==> config.mk <==
export PLATFORM = sky130hd
export DESIGN_NAME = tmux_cplx_lms
export DESIGN_NICKNAME = d
export VERILOG_FILES = /design/src/rtl/tcl_pkg.sv /design/src/rtl/tcl_mul.sv /design/src/rtl/tcl_coef_ram.sv /design/src/rtl/tmux_cplx_lms.sv
export SDC_FILE = /design/constraint.sdc
export NUM_CORES = 2
export LEC_CHECK = 0
export BUFFER_PORTS_ARGS = -buffer_cell sky130_fd_sc_hd__clkbuf_2
export CAP_MARGIN = 20
export CORE_MARGIN = 2
export CORE_UTILIZATION = 60
export DETAILED_ROUTE_END_ITERATION = 10
export MAX_ROUTING_LAYER = met4
export PLACE_DENSITY = 0.76
export SLEW_MARGIN = 0
export SYNTH_ARGS = -nofsm -noshare
export SYNTH_HDL_FRONTEND = slang
export SYNTH_SLANG_ARGS = --single-unit
==> constraint.sdc <==
create_clock -name clk -period 17.55 [get_ports clk]
set_input_delay 2.6325 -clock clk [delete_from_list [all_inputs] [get_ports clk]]
set_output_delay 2.6325 -clock clk [all_outputs]
set_load 0.005 [all_outputs]
==> src/rtl/tcl_pkg.sv <==
package tcl_pkg;

    // Tag travelling alongside the multiplier pipeline.
    typedef struct packed {
        logic vld;   // a product pair is in flight
        logic quad;  // pair belongs to the imaginary accumulation
        logic upd;   // pair belongs to the coefficient update
    } mtag_t;

endpackage

==> src/rtl/tcl_mul.sv <==
module tcl_mul #(
    parameter int WIN = 16
) (
    input  logic                        clk,
    input  logic signed [WIN-1:0]       a,
    input  logic signed [WIN-1:0]       b,
    output logic signed [2*WIN-1:0]     p
);
    logic signed [WIN-1:0]   a_q;
    logic signed [WIN-1:0]   b_q;
    logic signed [2*WIN-1:0] p_q;

    // stage 1 registers operands, stage 2 registers the product
    always_ff @(posedge clk) begin
        a_q <= a;
        b_q <= b;
        p_q <= a_q * b_q;
    end

    assign p = p_q;
endmodule

==> src/rtl/tcl_coef_ram.sv <==
module tcl_coef_ram #(
    parameter int DEPTH = 32,
    parameter int AWID  = 5,
    parameter int WID   = 32
) (
    input  logic            clk,
    input  logic            rst_n,
    input  logic            rd_en,
    input  logic [AWID-1:0] rd_addr,
    output logic [WID-1:0]  rd_data,
    input  logic            wr_en,
    input  logic [AWID-1:0] wr_addr,
    input  logic [WID-1:0]  wr_data
);
    logic [WID-1:0]   mem [DEPTH];
    logic [DEPTH-1:0] live_q;
    logic [WID-1:0]   rd_q;

    always_ff @(posedge clk) begin
        if (wr_en) begin
            mem[wr_addr] <= wr_data;
        end
    end

    // a word never written reads as zero
    always_ff @(posedge clk or negedge rst_n) begin
        if (!rst_n) begin
            live_q <= '0;
            rd_q   <= '0;
        end else begin
            if (wr_en) begin
                live_q[wr_addr] <= 1'b1;
            end
            if (rd_en) begin
                rd_q <= live_q[rd_addr] ? mem[rd_addr] : '0;
            end
        end
    end

    assign rd_data = rd_q;
endmodule

==> src/rtl/tmux_cplx_lms.sv <==
module tmux_cplx_lms #(
    parameter int NTAPS    = 8,
    parameter int NUSERS   = 4,
    parameter int DW       = 16,
    parameter int FRAC     = 15,
    parameter int MU_SHIFT = 4,
    localparam int TW      = (NTAPS  > 1) ? $clog2(NTAPS)  : 1,
    localparam int UW      = (NUSERS > 1) ? $clog2(NUSERS) : 1
) (
    input  logic                 clk,
    input  logic                 rst_n,
    input  logic                 start,
    input  logic                 train_mode,
    input  logic [UW-1:0]        user_sel,
    input  logic                 train_bit,
    output logic [TW-1:0]        smp_addr,
    input  logic signed [DW-1:0] smp_re,
    input  logic signed [DW-1:0] smp_im,
    output logic                 busy,
    output logic                 out_valid,
    output logic signed [DW-1:0] y_re,
    output logic signed [DW-1:0] y_im
);
    import tcl_pkg::*;

    localparam int DEPTH    = NUSERS * NTAPS;
    localparam int RAW      = (DEPTH > 1) ? $clog2(DEPTH) : 1;
    localparam int FILT_LEN = 2 * NTAPS + 4;
    localparam int UPD_LEN  = 2 * NTAPS + 5;
    localparam int PASS_MAX = FILT_LEN + UPD_LEN;
    localparam int CW       = $clog2(PASS_MAX + 1);
    localparam int PW       = 2 * DW;
    localparam int AW       = PW + 2 + TW;
    localparam logic [DW-1:0] DHI = {1'b0, {(DW-1){1'b1}}};
    localparam logic [DW-1:0] DLO = {1'b1, {(DW-1){1'b0}}};

    typedef struct packed {
        logic            busy;
        logic            train;
        logic            tbit;
        logic [UW-1:0]   user;
        logic [CW-1:0]   t;
        mtag_t           tag1;
        mtag_t           tag2;
        mtag_t           taga;
        logic [PW:0]     psum;
        logic [AW-1:0]   acc_re;
        logic [AW-1:0]   acc_im;
        logic [DW-1:0]   res_re;
        logic [DW-1:0]   res_im;
        logic [DW-1:0]   err;
        logic [DW-1:0]   wn_re;
        logic [DW-1:0]   wn_im;
        logic            wr_en;
        logic [RAW-1:0]  wr_addr;
        logic            vld;
        logic [DW-1:0]   y_re;
        logic [DW-1:0]   y_im;
    } st_t;

    st_t s_d, s_q;

    // saturate a (DW+1)-bit sum to DW bits
    function automatic logic [DW-1:0] clamp_s(input logic [DW:0] v);
        if (v[DW] != v[DW-1]) return v[DW] ? DLO : DHI;
        return v[DW-1:0];
    endfunction

    // accumulator scaled back to Q1.15 and saturated
    function automatic logic [DW-1:0] clamp_acc(input logic signed [AW-1:0] v);
        logic signed [AW-1:0] sh;
        sh = v >>> FRAC;
        if ((&sh[AW-1:DW-1]) || !(|sh[AW-1:DW-1])) return sh[DW-1:0];
        return sh[AW-1] ? DLO : DHI;
    endfunction

    // step-scaled update term, saturated
    function automatic logic [DW-1:0] clamp_p(input logic signed [PW-1:0] v);
        logic signed [PW-1:0] sh;
        sh = v >>> (FRAC + MU_SHIFT);
        if ((&sh[PW-1:DW-1]) || !(|sh[PW-1:DW-1])) return sh[DW-1:0];
        return sh[PW-1] ? DLO : DHI;
    endfunction

    logic signed [DW-1:0] m_a [2];
    logic signed [DW-1:0] m_b [2];
    logic signed [PW-1:0] m_p [2];
    logic signed [PW:0]   pe0, pe1;
    logic signed [PW:0]   ps_s;
    logic signed [AW-1:0] psum_x;
    logic [2*DW-1:0]      rd_data;
    logic signed [DW-1:0] w_re, w_im;
    logic [DW-1:0]        d_re, d_im;
    logic                 rd_en;
    logic [TW-1:0]        rd_tap;
    logic [TW-1:0]        sidx;
    logic [RAW-1:0]       base;
    logic                 in_filt, in_upd;
    logic [CW-1:0]        u;
    mtag_t                tag_in;

    genvar g;
    generate
        for (g = 0; g < 2; g++) begin : g_mul
            tcl_mul #(.WIN(DW)) u_mul (
                .clk (clk),
                .a   (m_a[g]),
                .b   (m_b[g]),
                .p   (m_p[g])
            );
        end
    endgenerate

    tcl_coef_ram #(.DEPTH(DEPTH), .AWID(RAW), .WID(2*DW)) u_ram (
        .clk     (clk),
        .rst_n   (rst_n),
        .rd_en   (rd_en),
        .rd_addr (base + RAW'(rd_tap)),
        .rd_data (rd_data),
        .wr_en   (s_q.wr_en),
        .wr_addr (s_q.wr_addr),
        .wr_data ({s_q.wn_re, s_q.wn_im})
    );

    assign w_re   = rd_data[2*DW-1:DW];
    assign w_im   = rd_data[DW-1:0];
    assign base   = RAW'(s_q.user) * RAW'(NTAPS);
    assign pe0    = m_p[0];
    assign pe1    = m_p[1];
    assign ps_s   = s_q.psum;
    assign psum_x = ps_s;
    assign d_re   = clamp_p(m_p[0]);
    assign d_im   = clamp_p(m_p[1]);

    always_comb begin
        s_d       = s_q;
        s_d.vld   = 1'b0;
        s_d.wr_en = 1'b0;
        s_d.taga  = '0;
        sidx      = '0;
        rd_en     = 1'b0;
        rd_tap    = '0;
        tag_in    = '0;
        for (int k = 0; k < 2; k++) begin
            m_a[k] = '0;
            m_b[k] = '0;
        end
        in_filt = s_q.busy && (s_q.t < CW'(FILT_LEN));
        in_upd  = s_q.busy && !in_filt;
        u       = s_q.t - CW'(FILT_LEN);

        // filtering: odd cycle = products for real part, even = imaginary
        if (in_filt && (s_q.t >= CW'(1)) && (s_q.t <= CW'(2*NTAPS))) begin
            sidx   = TW'((s_q.t - CW'(1)) >> 1);
            tag_in = '{vld: 1'b1, quad: ~s_q.t[0], upd: 1'b0};
            m_a[0] = w_re;
            m_a[1] = w_im;
            if (s_q.t[0]) begin
                m_b[0] = smp_re;
                m_b[1] = smp_im;
            end else begin
                m_b[0] = smp_im;
                m_b[1] = smp_re;
            end
        end
        if (in_filt && !s_q.t[0] && (s_q.t < CW'(2*NTAPS))) begin
            rd_en  = 1'b1;
            rd_tap = TW'(s_q.t >> 1);
        end

        // update: one tap every two cycles
        if (in_upd && !u[0] && (u < CW'(2*NTAPS))) begin
            rd_en  = 1'b1;
            rd_tap = TW'(u >> 1);
            sidx   = TW'(u >> 1);
            tag_in = '{vld: 1'b1, quad: 1'b0, upd: 1'b1};
            m_a[0] = s_q.err;
            m_a[1] = s_q.err;
            m_b[0] = smp_re;
            m_b[1] = smp_im;
        end

        s_d.tag1 = tag_in;
        s_d.tag2 = s_q.tag1;

        if (s_q.tag2.vld && !s_q.tag2.upd) begin
            s_d.taga = s_q.tag2;
            s_d.psum = s_q.tag2.quad ? (pe0 - pe1) : (pe0 + pe1);
        end
        if (s_q.taga.vld) begin
            if (s_q.taga.quad) s_d.acc_im = s_q.acc_im + psum_x;
            else               s_d.acc_re = s_q.acc_re + psum_x;
        end

        if (s_q.tag2.vld && s_q.tag2.upd) begin
            s_d.wn_re   = clamp_s({w_re[DW-1], w_re} + {d_re[DW-1], d_re});
            s_d.wn_im   = clamp_s({w_im[DW-1], w_im} + {d_im[DW-1], d_im});
            s_d.wr_en   = 1'b1;
            s_d.wr_addr = base + RAW'(TW'((u - CW'(2)) >> 1));
        end

        if (s_q.busy) s_d.t = s_q.t + CW'(1);

        if (in_filt && (s_q.t == CW'(FILT_LEN-1))) begin
            s_d.res_re = clamp_acc(s_q.acc_re);
            s_d.res_im = clamp_acc(s_d.acc_im);
            s_d.err    = clamp_s({s_q.tbit ? 1'b0 : 1'b1, s_q.tbit ? DHI : DLO}
                                 - {s_d.res_re[DW-1], s_d.res_re});
            if (!s_q.train) begin
                s_d.busy = 1'b0;
                s_d.vld  = 1'b1;
                s_d.y_re = s_d.res_re;
                s_d.y_im = s_d.res_im;
            end
        end
        if (in_upd && (u == CW'(UPD_LEN-1))) begin
            s_d.busy = 1'b0;
            s_d.vld  = 1'b1;
            s_d.y_re = s_q.res_re;
            s_d.y_im = s_q.res_im;
        end

        if (!s_q.busy && start) begin
            s_d.busy   = 1'b1;
            s_d.train  = train_mode;
            s_d.tbit   = train_bit;
            s_d.user   = user_sel;
            s_d.t      = '0;
            s_d.acc_re = '0;
            s_d.acc_im = '0;
        end
    end

    always_ff @(posedge clk or negedge rst_n) begin
        if (!rst_n) s_q <= '0;
        else        s_q <= s_d;
    end

    assign smp_addr  = sidx;
    assign busy      = s_q.busy;
    assign out_valid = s_q.vld;
    assign y_re      = s_q.y_re;
    assign y_im      = s_q.y_im;
endmodule

==> After elaboration in Yosys (flattened, before gate mapping) <==
Memories as Yosys holds them, arrays and structs flattened.
Cells that the tools add are included.
{ "totals": {"reg_bits": 437, "ram_bits": 1024, "inputBits": 39, "out_inout_bits": 37, "elab_cells": 168, "memories": 1} }
{ "classes": {"addsub": 13, "mul": 2, "n_lt_le_gt_ge": 8, "n_eq_ne": 8, "n_mux": 63, "n_bitwise": 2, "n_reduce_logical": 36} }
{ "mem_list": {"columns": ["name", "depth", "width", "rd", "rd_clocked_by_memory_dff", "wr", "line_no", "text"], "rows": [
  ["u_ram.mem", 32, 32, 1, 0, 1, "tcl_coef_ram.sv:15", "logic [WID-1:0] mem [DEPTH];"]
]} }
{ "op_table": {"columns": ["cell", "n"], "rows": [
  ["$mux W16", 17],
  ["$mux W32", 6],
  ["$mux W74", 2],
  ["$mux W33", 4],
  ["$add A37 B37 Y37", 2],
  ["$mux W37", 2],
  ["$mul A16 B16 Y32", 2],
  ["$mux W36", 1],
  ["$add A16 B13 Y17", 2],
  ["$add A32 B32 Y33", 1],
  ["$sub A32 B32 Y33", 1],
  ["$or A32 B32 Y32", 1],
  ["$mux W1", 20],
  ["$lt A6 B5 Y1 const B", 3],
  ["$mux W3", 6],
  ["$sub A17 B17 Y17", 1],
  ["$logic_and A1 B1 Y1", 14],
  ["$reduce_and A7 Y1", 2],
  ["$reduce_or A7 Y1", 2],
  ["$eq A6 B5 Y1 const B", 2],
  ["$lt A5 B6 Y1 const B", 2],
  ["$mux W6", 2],
  ["$mux W11", 1],
  ["$add A5 B3 Y5", 2],
  ["other kinds (18)", 34]
]} }

==> Longest topological paths before layout <==
{ "depth": {"ltp_word": 12, "mapped_depth": 25, "ltp_nobuf": 24} }

==> By module <==
From an unflattened synthesis, not the netlist that was laid out.
{ "hier_totals": {"hier_cells": 6814, "hier_area_um2": 83533.9} }
{ "by_module_without_submodules": {"columns": ["module", "n_inst", "cells_each", "area_per_inst_um2", "seq_area_each_um2"], "rows": [
  ["tcl_coef_ram", 1, 2236, 41996.5, 32351.0],
  ["tmux_cplx_lms", 1, 2207, 18910.6, 6130.9],
  ["tcl_mul (g_mul[0].u_mul)", 1, 1218, 11497.3, 1281.2],
  ["tcl_mul (g_mul[1].u_mul)", 1, 1153, 11129.4, 1281.2]
]} }

==> Least setup slack after synthesis <==
No wires, ideal clock.
{ "synth_timing": {"kind": "register to register", "startpoint": "register g_mul[1].u_mul.a_q[10]", "endpoint": "register g_mul[1].u_mul.p_q[31]", "setup_time_ps": 72, "t_arrival_ps": 6339, "required_ps": 17478, "path_slack_ps": 11139, "stages_incl_launch_ff": 23, "path_buffers": 1, "synth_period_minus_slack_ps": 6411, "path_cell_list": "dfxtp_1 -> clkbuf_1 -> nand2_1 -> fa_1 -> fa_1 -> inv_1 -> fa_1 -> inv_1 -> fa_1 -> fa_1 -> fa_1 -> inv_1 -> ha_1 -> a21o_1 -> a21o_1 -> a41o_1 -> o311a_1 -> o41ai_1 -> o21ai_1 -> or4_1 -> a31o_1 -> a21oi_1 -> xnor2_1"} }
{ "synth_between": {"elab_chain_cells": 1} }
{ "synth_rtl": {"columns": ["element", "line_no", "text"], "rows": [
  ["from (decl)", "tcl_mul.sv:9", "logic signed [WIN-1:0] a_q;"],
  ["from (signal assigned)", "tcl_mul.sv:15", "a_q <= a;"],
  ["$mul A16 B16 Y32", "tcl_mul.sv:17", "p_q <= a_q * b_q;"],
  ["to (signal assigned)", "tcl_mul.sv:17", null],
  ["to (decl)", "tcl_mul.sv:11", "logic signed [2*WIN-1:0] p_q;"]
]} }
Every way passes these cells.
A chain may end at the register's enable or synchronous reset.

==> Worst setup path after layout <==
{ "layout_timing": {"startpoint": "register g_mul[0].u_mul.b_q[1]", "endpoint": "register g_mul[0].u_mul.p_q[28]"} }
{ "layout_between": {"elab_chain_cells": 1} }
{ "layout_rtl": {"columns": ["element", "line_no", "text"], "rows": [
  ["from (decl)", "tcl_mul.sv:10", "logic signed [WIN-1:0] b_q;"],
  ["from (signal assigned)", "tcl_mul.sv:16", "b_q <= b;"],
  ["$mul A16 B16 Y32", "tcl_mul.sv:17", null],
  ["to (signal assigned)", "tcl_mul.sv:17", null],
  ["to (decl)", "tcl_mul.sv:11", null]
]} }
Every way passes these cells.

==> key figures <==
Logic synthesis
  – Most common cell in the netlist: nand2_1
  – Register area share after synthesis: 49.4%
  – Yosys warnings: 0
  – Ys async rst share: 21.1%
  – Number of flops mapped to enable cells by yosys: 1,024
  – Mapped Cells: 7,049
  – Post-synth top cells: 1,032 x nand2_1, 1,024 x edfxtp_1, 640 x inv_1
  – Syn Nets: 7,947
  – Synth Flop Type: edfxtp_1
  – Synth top area share: 37.0%
  – Synth area leaders: edfxtp_1 37%, fa_1 13%, dfrtp_1 9.3%
  – Library cells used by synthesis: 90
  – Netlist Area Pre-Place: 83,100 sq um
  – Syn_area_per_cell: 11.8 sq um
  – Yosys top cell by area: edfxtp_1
  – Number of synthesized register bits: 1,461

Timing
  – Slew @ Worst Pin: 1160 ps
  – Crit path time final: 7310 ps
  – Final hold vios: 0
  – Setup Skew: 66.8 ps
  – Final-report setup violation count: 0
  – Pins Over Slew Limit: 0
  – Setup TNS: 0 ps
  – Crit share post-route: 41.7%
  – Worst slew margin: 22.3%
  – RSZ-0062 raised after global routing: false
  – Max Fclk: 0.137 GHz

Placement
  – DP HPWL: 138 mm
  – GP Congestion: 0.950
  – Placed cell area: 85,200 sq um
  – Placed cells: 8,656
  – Port buffer count: 75

Clock network
  – Setup bufs post-CTS: 0
  – Number of CTS-inserted buffers: 151
  – Reg clk slew, reported paths: 60 ps
  – Cts hold-fix bufs: 0
  – Sink Count: 1,461
  – Clock latency on the worst-skew pair: 820 ps
  – Clk buf depth: 3
  – TritonCTS clock tree: done
  – Cts repair resizes: 0
  – H-tree levels: 4
  – Clk root buf: clkbuf_16

Critical path
  – Worst r2r src: g_mul[0].u_mul.b_q[1]$_DFF_P_
  – Critical Path Fanout Max: 16
  – R2r setup slk: 10,240 ps
  – Worst setup SP type: flip-flop
  – Req. time, crit path: 18,240 ps
  – Worst EP arrival: 8000 ps
  – WS Path Type: flip-flop to flip-flop
  – Worst r2r dst: g_mul[0].u_mul.p[28]$_DFF_P_
  – Reg2Reg Depth: 21
  – Crit. End Element: flip-flop

Finish
  – Ratio of cells with drive above 1 in the final layout: 9.39%
  – Fin cells: 8,956
  – Area Growth Syn to Fin: 9.27%
  – Post-route cell area: 90,800 sq um
  – Final nets: 7,925

GRT
  – Initial antenna violation count: 6
  – GRT Residual Overflow: 0
  – Global-route wire length before repair: 325 mm
  – Largest net degree at the start of global routing: 125
  – All-layer global routing usage: 31.1%
  – Vias in the first global route: 56.0k

Routing
  – Iteration-0 DRC Markers: 5,610
  – Drt wl/cell: 23.6 microns
  – Drt pass-1 iters: 6
  – Vias/cell: 6.19
  – DR DRC count: 0
  – Antenna viol nets, final: 0
  – Via count: 55.5k
  – Post-Route WL: 211 mm

Floorplanning
  – Rows: 136
  – Core area: 137,000 sq um
  – Die area: 141,000 sq um
  – Die Height: 376 microns
  – Num ports: 76
  – Starting Density: 60.4%
  – Die W: 376 microns

Min path
  – Min-Delay Path Class: flip-flop to flip-flop
  – Hold Path Depth: 0
  – Hold Startpoint: s_d[229]$_DFF_PN0_
  – Hold endpoint: s_q[229]$_DFF_PN0_

Run
  – Max_cap viols: 0

Pwr
  – IR drop worst, VDD: 215 uV
  – Static leakage: 37.7 nW
  – P per Cell Area: 182 nW/um^2

Run status
  – Run status: complete, no violations
==> cells in the final DEF, fill, tap and decap left out, types with 34 or more instances in the layout <==
cell          n
nand3_1      49
ha_1        329
dfrtp_1     309
a21oi_1     489
o21ai_0     216
nor2_4       34
nor2_1      242
nand2_1    1031
fa_1        530
clkbuf_16   157
clkbuf_2     74
and2_1      269
or2_2        45
inv_1       640
a211oi_1     38
nand2b_1     49
nor3_1       94
buf_4        81
or3_1        53
a21o_1       68
xor2_1       65
o41ai_1      34
o21a_1       66
xnor2_1     152
dfxtp_1     128
mux2i_1      73
o22ai_1      50
edfxtp_1   1024
mux4_2      144
a2111oi_0    36
==> power by group <==
group          internal (mW)  switching, mW
Sequential              4.42          0.865
Clock                   1.93           1.41
Combinational           3.09           4.78
==> state kept, by name, indices dropped and copies added (netlist names), 3 cells and up <==
signal,count
u_ram.mem,1024
g_mul.u_mul.a_q,32
ps_s,33
g_mul.u_mul.p,64
u_ram.live_q,32
s_q,175
s_d,3
g_mul.u_mul.b_q,32
y_im,16
u_ram.rd_data,32
y_re,16
==> per-layer routing <==
layer	vias up	global-route usage (%)	part of all wire [%]
met3	552	4.77	7.7
met5	-	-	0
met2	2465	49.2	49
li1	24556	-	-
met4	0	15.1	5.2
met1	27899	39.6	38
==> how the worst max path moves through the flow <==
stage / startpoint / end / slack [ps] / cells after the start
2_1_floorplan: g_mul[1].u_mul.a_q[10]$_DFF_P_ / g_mul[1].u_mul.p[31]$_DFF_P_ / 11140 / 22
3_3_place_gp: g_mul[1].u_mul.a_q[10]$_DFF_P_ / g_mul[1].u_mul.p[31]$_DFF_P_ / 10570 / 21
3_5_place_dp: g_mul[1].u_mul.a_q[10]$_DFF_P_ / g_mul[1].u_mul.p[30]$_DFF_P_ / 10520 / 20
4_1_cts: g_mul[0].u_mul.b_q[1]$_DFF_P_ / g_mul[0].u_mul.p[28]$_DFF_P_ / 10400 / 21
5_1_grt: g_mul[0].u_mul.b_q[1]$_DFF_P_ / g_mul[0].u_mul.p[28]$_DFF_P_ / 9940 / 21
6_report: g_mul[0].u_mul.b_q[1]$_DFF_P_ / g_mul[0].u_mul.p[28]$_DFF_P_ / 10240 / 21
==> cell type report <==
cell class | count | area, sq um
well taps | 1794 | 2240
clock buffers | 207 | 4300
repair buffers | 171 | 1370
diodes | 4 | 10.0
fillers | 9995 | 46700
clock inverters | 77 | 937
inverters | 642 | 2410
multi-input cells | 4600 | 38500
flip-flops and latches | 1461 | 41000
==> worst max-delay path, stage by stage (launching register included) <==
cell	delay [ps]
dfxtp_1	700
nand2_1	160
fa_1	530
fa_1	520
fa_1	530
inv_1	60
fa_1	490
fa_1	490
inv_1	50
fa_1	470
inv_1	40
ha_1	330
a21o_1	170
a21oi_1	220
o31ai_1	180
o31ai_1	390
o21ai_0	320
a2111oi_0	810
o31a_1	320
o21bai_1	90
a21oi_1	180
xnor2_1	130
==> per-stage QoR <==
step	utilization, %	power [mW]	setup WS, ps	hold WS (ps)
after floorplan	-	10.7	11140	331
after CTS	65.8	16.4	10400	348
final	66.0	16.5	10240	348
after detailed placement	62.0	13.0	10520	335
after global routing	66.0	17.5	9940	357
after global placement	62.0	12.8	10570	332
==> kinds of logic (layout without fill, tap and decap cells) <==
family | count (synthesis) | after routing | synth area share, %
DFF | 1461 | 1461 | 49.4
AOI/OAI and AO/OA | 1305 | 1305 | 10.0
xor gates and xnor gates | 217 | 217 | 2.29
adders and majority gates | 864 | 864 | 17.8
other | 0 | 4 | 0
muxes | 220 | 220 | 4.82
and+or+nand+nor | 1994 | 1994 | 11.0
buffers and inverters | 988 | 1097 | 4.74
No activity file was read; power rests on OpenSTA's default activity.
